## config.mk

```make
export PLATFORM = sky130hd
export DESIGN_NAME = clkgate_ctrl
export DESIGN_NICKNAME = d
export VERILOG_FILES = /design/src/rtl/clkgate_pkg.sv /design/src/rtl/clkgate_sync2.sv /design/src/rtl/clkgate_stopgrp.sv /design/src/rtl/clkgate_ctrl.sv
export SDC_FILE = /design/constraint.sdc
export NUM_CORES = 1
export LEC_CHECK = 0
export BUFFER_PORTS_ARGS = -buffer_cell sky130_fd_sc_hd__clkbuf_2
export CAP_MARGIN = 10
export CORE_MARGIN = 3
export CORE_UTILIZATION = 52
export DETAILED_ROUTE_END_ITERATION = 16
export HOLD_SLACK_MARGIN = 0.08
export PLACE_DENSITY = 0.82
export SYNTH_ARGS = -nofsm -noshare
export SYNTH_HDL_FRONTEND = slang
export SYNTH_SLANG_ARGS = --single-unit
export TNS_END_PERCENT = 5
```

## constraint.sdc

```tcl
create_clock -name clk -period 3.85 [get_ports clk]
set_clock_uncertainty 0.2 [all_clocks]
set_input_delay 0.385 -clock clk [delete_from_list [all_inputs] [get_ports clk]]
set_output_delay 0.385 -clock clk [all_outputs]
set_load 0.01 [all_outputs]
```

## src/rtl/clkgate_pkg.sv

```systemverilog
package clkgate_pkg;
  typedef enum logic [1:0] {
    ST_LOW  = 2'b00,
    ST_HIGH = 2'b01,
    ST_RUN  = 2'b10,
    ST_HIZ  = 2'b11
  } out_state_e;
endpackage

```

## src/rtl/clkgate_sync2.sv

```systemverilog
module clkgate_sync2 #(
  parameter int             W       = 1,
  parameter logic [W-1:0]   RST_VAL = '0
) (
  input  logic         clk,
  input  logic         srst,
  input  logic [W-1:0] d,
  output logic [W-1:0] q
);
  logic [W-1:0] stage1, stage2;

  always_ff @(posedge clk) begin
    if (srst) begin
      stage1 <= RST_VAL;
      stage2 <= RST_VAL;
    end else begin
      stage1 <= d;
      stage2 <= stage1;
    end
  end

  assign q = stage2;
endmodule

```

## src/rtl/clkgate_stopgrp.sv

```systemverilog
module clkgate_stopgrp #(
  parameter bit PARK_HIGH    = 1'b0,
  parameter int SAMPLE_EDGES = 2
) (
  input  logic clk,
  input  logic srst,
  input  logic ref_clk,
  input  logic stop_n,
  output logic halt
);
  localparam int CW = $clog2(SAMPLE_EDGES + 1);

  logic ref_s, ref_d, stop_s;
  logic rise, fall, req;
  logic halt_q;

  clkgate_sync2 #(.W(1), .RST_VAL(1'b0)) u_ref_sync (
    .clk(clk), .srst(srst), .d(ref_clk), .q(ref_s));
  clkgate_sync2 #(.W(1), .RST_VAL(1'b1)) u_stop_sync (
    .clk(clk), .srst(srst), .d(stop_n), .q(stop_s));

  always_ff @(posedge clk) begin
    if (srst) ref_d <= 1'b0;
    else      ref_d <= ref_s;
  end

  assign rise = ref_s & ~ref_d;
  assign fall = ~ref_s & ref_d;
  assign req  = ~stop_s;

  generate
    if (PARK_HIGH) begin : g_cpu
      logic [CW-1:0] cnt;
      always_ff @(posedge clk) begin
        if (srst) begin
          cnt    <= '0;
          halt_q <= 1'b0;
        end else begin
          if (!req)
            cnt <= '0;
          else if (rise && !halt_q && cnt != CW'(SAMPLE_EDGES))
            cnt <= cnt + 1'b1;
          if (req && rise && cnt == CW'(SAMPLE_EDGES))
            halt_q <= 1'b1;
          else if (!req && fall)
            halt_q <= 1'b0;
        end
      end


      cpu_two_sample_chk: assert property (@(posedge clk) disable iff (srst)
        $rose(halt_q) |-> ($past(req) && $past(req, 2)));

      cpu_release_chk: assert property (@(posedge clk) disable iff (srst)
        $fell(halt_q) |-> !$past(req));
    end else begin : g_pci
      always_ff @(posedge clk) begin
        if (srst)
          halt_q <= 1'b0;
        else if (req && fall)
          halt_q <= 1'b1;
        else if (!req && rise)
          halt_q <= 1'b0;
      end


      pci_halt_on_req_chk: assert property (@(posedge clk) disable iff (srst)
        $rose(halt_q) |-> $past(req));

      pci_release_chk: assert property (@(posedge clk) disable iff (srst)
        $fell(halt_q) |-> !$past(req));
    end
  endgenerate

  assign halt = halt_q;
endmodule

```

## src/rtl/clkgate_ctrl.sv

```systemverilog
module clkgate_ctrl
  import clkgate_pkg::*;
#(
  parameter int N_PCI  = 6,
  parameter int N_PCIF = 2,
  parameter int N_CPU  = 2,
  parameter int CPU_SAMPLE_EDGES = 2
) (
  input  logic                clk,
  input  logic                srst,
  input  logic                cpu_ref,
  input  logic                pci_ref,
  input  logic                cpu_stop_n,
  input  logic                pci_stop_n,
  input  logic                pwrdn_n,
  input  logic [N_PCI-1:0]    pci_en,
  input  logic [N_PCIF-1:0]   pcif_en,
  input  logic [N_PCIF-1:0]   pcif_stoppable,
  input  logic [N_CPU-1:0]    cpu_en,
  input  logic [N_CPU-1:0]    cpu_stoppable,
  input  logic                stop_hiz,
  input  logic                pd_hiz,
  input  logic                force_hiz,
  output logic [2*N_PCI-1:0]  pci_state,
  output logic [2*N_PCIF-1:0] pcif_state,
  output logic [2*N_CPU-1:0]  cpu_t_state,
  output logic [2*N_CPU-1:0]  cpu_c_state
);
  logic pd_n_s, pd_act;
  logic pci_halt, cpu_halt;

  clkgate_sync2 #(.W(1), .RST_VAL(1'b1)) u_pd_sync (
    .clk(clk), .srst(srst), .d(pwrdn_n), .q(pd_n_s));
  assign pd_act = ~pd_n_s;

  clkgate_stopgrp #(.PARK_HIGH(1'b0), .SAMPLE_EDGES(CPU_SAMPLE_EDGES)) u_pci_grp (
    .clk(clk), .srst(srst), .ref_clk(pci_ref), .stop_n(pci_stop_n), .halt(pci_halt));
  clkgate_stopgrp #(.PARK_HIGH(1'b1), .SAMPLE_EDGES(CPU_SAMPLE_EDGES)) u_cpu_grp (
    .clk(clk), .srst(srst), .ref_clk(cpu_ref), .stop_n(cpu_stop_n), .halt(cpu_halt));

  logic [1:0] pci_st  [N_PCI];
  logic [1:0] pcif_st [N_PCIF];
  logic [1:0] cpt_st  [N_CPU];
  logic [1:0] cpc_st  [N_CPU];

  generate
    for (genvar i = 0; i < N_PCI; i++) begin : g_pci_out
      always_ff @(posedge clk) begin
        if (srst)                  pci_st[i] <= ST_LOW;
        else if (force_hiz)        pci_st[i] <= ST_HIZ;
        else if (pd_act)           pci_st[i] <= ST_LOW;
        else if (!pci_en[i])       pci_st[i] <= ST_LOW;
        else if (pci_halt)         pci_st[i] <= ST_LOW;
        else                       pci_st[i] <= ST_RUN;
      end
      assign pci_state[2*i +: 2] = pci_st[i];
    end

    for (genvar i = 0; i < N_PCIF; i++) begin : g_pcif_out
      always_ff @(posedge clk) begin
        if (srst)                                pcif_st[i] <= ST_LOW;
        else if (force_hiz)                      pcif_st[i] <= ST_HIZ;
        else if (pd_act)                         pcif_st[i] <= ST_LOW;
        else if (!pcif_en[i])                    pcif_st[i] <= ST_LOW;
        else if (pcif_stoppable[i] && pci_halt)  pcif_st[i] <= ST_LOW;
        else                                     pcif_st[i] <= ST_RUN;
      end
      assign pcif_state[2*i +: 2] = pcif_st[i];
    end

    for (genvar i = 0; i < N_CPU; i++) begin : g_cpu_out
      logic parked;
      assign parked = !cpu_en[i] || (cpu_stoppable[i] && cpu_halt);
      always_ff @(posedge clk) begin
        if (srst) begin
          cpt_st[i] <= ST_LOW;  cpc_st[i] <= ST_LOW;
        end else if (force_hiz) begin
          cpt_st[i] <= ST_HIZ;  cpc_st[i] <= ST_HIZ;
        end else if (pd_act) begin
          cpt_st[i] <= pd_hiz ? ST_HIZ : ST_HIGH;
          cpc_st[i] <= pd_hiz ? ST_HIZ : ST_LOW;
        end else if (parked) begin
          cpt_st[i] <= stop_hiz ? ST_HIZ : ST_HIGH;
          cpc_st[i] <= stop_hiz ? ST_HIZ : ST_LOW;
        end else begin
          cpt_st[i] <= ST_RUN;  cpc_st[i] <= ST_RUN;
        end
      end
      assign cpu_t_state[2*i +: 2] = cpt_st[i];
      assign cpu_c_state[2*i +: 2] = cpc_st[i];
    end
  endgenerate


  force_hiz_chk: assert property (@(posedge clk) disable iff (srst)
    force_hiz |=> (&pci_state && &pcif_state && &cpu_t_state && &cpu_c_state));


  pd_pci_low_chk: assert property (@(posedge clk) disable iff (srst)
    (pd_act && !force_hiz) |=> (pci_state == '0 && pcif_state == '0));


  pcif_free_chk: assert property (@(posedge clk) disable iff (srst)
    (!force_hiz && !pd_act && pcif_en[0] && !pcif_stoppable[0] && pci_halt)
      |=> (pcif_state[1:0] == ST_RUN));


  cpu_park_chk: assert property (@(posedge clk) disable iff (srst)
    (!force_hiz && !pd_act && !stop_hiz && cpu_en[0] && cpu_stoppable[0] && cpu_halt)
      |=> (cpu_t_state[1:0] == ST_HIGH && cpu_c_state[1:0] == ST_LOW));
endmodule

```

==> out/results.ini <==
[status]
status=completed

[timing]
setup_violations=0
maxSlewViolCount=0
max_freq_mhz=602
grt_setup_unrepaired=no
finalCritPeriodShare=0.432
hold_viol=0
worst_pin_slew_ps=664
finalSetupTns_ps=0
fin_crit_ps=1660
relSlewSlack=0.558

[clocking]
htreeDepth=2
clk-insertion-delay-late_ps=320
root_buffer=clkbuf_4
clockBufferDepth=2
ctsResizeCount=0
numClockSinks=38
numCtsBuffers=5
path_clk_slew_ps=100
post_cts_buffers=0
tritoncts=built

[critical_path]
cp_slowest_cell=dfxtp_1
critical-path-max-stage-delay_ps=360
arrival_ps=1670
crit_chain=inv_1 -> ha_1 -> nor4b_4 -> nor2_1 -> a2111oi_2
crit_fanout=3
worstSetupStartpointType=flop
critPathRequiredTime_ps=3860
cp_num_buf_inv=1
crit_family=simple AND/OR/NAND/NOR gates
crit_path_end_kind=flop
crit_type=reg -> reg

[placement]
gp_congestion=0.751
portBuffers=47
dp_hpwl_um=1990

[synthesis]
synth-edff-count=22
synth_top_family_by_area=simple AND/OR/NAND/NOR gates
muxShareOfSynthArea=0
ys_types=25
synth_compound_area_frac=0.103
yosysWarnings=0
syn-cell-area_um2=1450
syn_inst=118
synth_simple_gate_area_frac=0.165
async_flop_share=0
synthFlopType=edfxtp_1
synth_seq_cells=38
synthXorXnorAreaFrac=0.00604
synth_fa_ha_area_frac=0.00863
avgSynthCellArea_um2=12.3
ys_seq_area_frac=0.676

[floorplan]
die_w_um=58.8
die_h_um=58.8
core_um2=2570
row_count=18
io_pins=48
die_area_um2=3460
start_util=0.565

[drt]
wl_um=2620
vias_per_cell=4.90
vias=1084
drtIter0Drc=17
first_pass_iters=4
post-route-drc-count=0
ant_nets=0
wire_per_inst_um=11.9

[run]
max_cap_violations=0

[finish]
syn_to_final_growth_pct=28.5
fin_util=0.726
final_common_cell=clkbuf_2
mostFrequentLayoutCells=clkbuf_2 (47), edfxtp_1 (22), conb_1 (22)
antennaDiodeCount=0
final_nets=215
drive_above_1_share=0.319

[global_route]
track_usage=0.162
grt-ovfl-total=0
grt_max_degree=40
grt_pass1_vias=1063
grt_pass1_wl_um=4170
grt_antenna_before_repair=0

[min_path]
hp-class=in -> reg

[pwr]
power_density_nw_per_um2=389
leakagePower_nw=0.805
vdd_drop_max_mv=0.316

## Yosys cell counts, types with 2 or more instances
cell type / number / area, um^2
buf_4: 2 / 15.0
o31a_1: 2 / 17.5
inv_1: 5 / 18.8
dfxtp_1: 16 / 320
or2_2: 7 / 43.8
a31oi_1: 3 / 18.8
clkbuf_1: 6 / 22.5
a21oi_1: 10 / 50.1
o22ai_1: 3 / 18.8
nand2_1: 2 / 7.51
edfxtp_1: 22 / 661
nor2b_1: 14 / 87.6
nor2_1: 12 / 45.0
a21boi_0: 2 / 15.0
nor3_1: 2 / 10.0
## cell families (layout without fill, tap and decap cells)
logic type,Yosys count,after routing
AO/OA/AOI/OAI,23,23
XOR/XNOR,1,1
other,1,22
AND/OR/NAND/NOR,41,41
buffers and inverters,13,65
flip-flops,38,38
adder cells (fa/ha/maj),1,1
## final timing paths
check,startpoint,endpoint,slack [ps],cells after the start
worst min register to register,u_cpu_grp.u_stop_sync.stage1,u_cpu_grp.u_stop_sync.q,220,1
worst max register to register,u_cpu_grp.g_cpu.cnt[0],u_cpu_grp.g_cpu.cnt[1],2190,5
worst max-delay path,u_cpu_grp.g_cpu.cnt[0],u_cpu_grp.g_cpu.cnt[1],2190,5
worst min-delay path,pci_en[4],pci_st[4][1],170,3
## sequential cells by signal, summed over array words and instances (netlist names), 2 cells and up
register             count
cpc_st                   3
cpt_st                   3
pci_st                  12
pcif_st                  4
u_cpu_grp.g_cpu.cnt      2
## through the flow
step / power (mW) / worst slack [ps] / area, um^2 / hold WS (ps) / cells
after detailed placement: 0.547 / 2120 / 1760 / 205 / 208
after CTS: 0.735 / 2170 / 1850 / 88.3 / 220
after floorplan: 0.514 / 2300 / 1530 / 189 / 139
final: 0.725 / 2190 / 1860 / 166 / 221
after global routing: 0.766 / 2070 / 1860 / 174 / 221
after global placement: 0.543 / 2180 / 1760 / 193 / 208
## metal layers
metal	vias up	wire length, um	part of all wire	GRT usage
met5	-	0	0	0
met4	0	24	0.0091	0.0583
met3	4	143	0.054	0.0592
met2	39	1500	0.57	0.297
met1	512	953	0.36	0.167
li1	529	-	-	-
## worst register-to-register path: stages (launching register included)
cell and delay, ps:
dfxtp_1 360, inv_1 60, ha_1 230, nor4b_4 300, nor2_1 90, a2111oi_2 330
## where the power goes
group	leakage [nW]	internal, mW	switching [mW]
Sequential	0.349	0.455	0.00762
Clock	0.0265	0.0729	0.111
Combinational	0.430	0.0365	0.0425
## final cells by class
type,instances,area (um^2)
flip-flops and latches,38,981
well taps,30,37.5
clock buffers,8,48.8
fillers,188,704
multi-input cells,88,492
inverters,5,18.8
repair buffers,52,285
## what timing repair did
item	CTS	global route
hold buffers	4	1
hold endpoints to repair	4	1
endpoints found under the setup margin	0	0
Power figures use the tool's default switching activity.
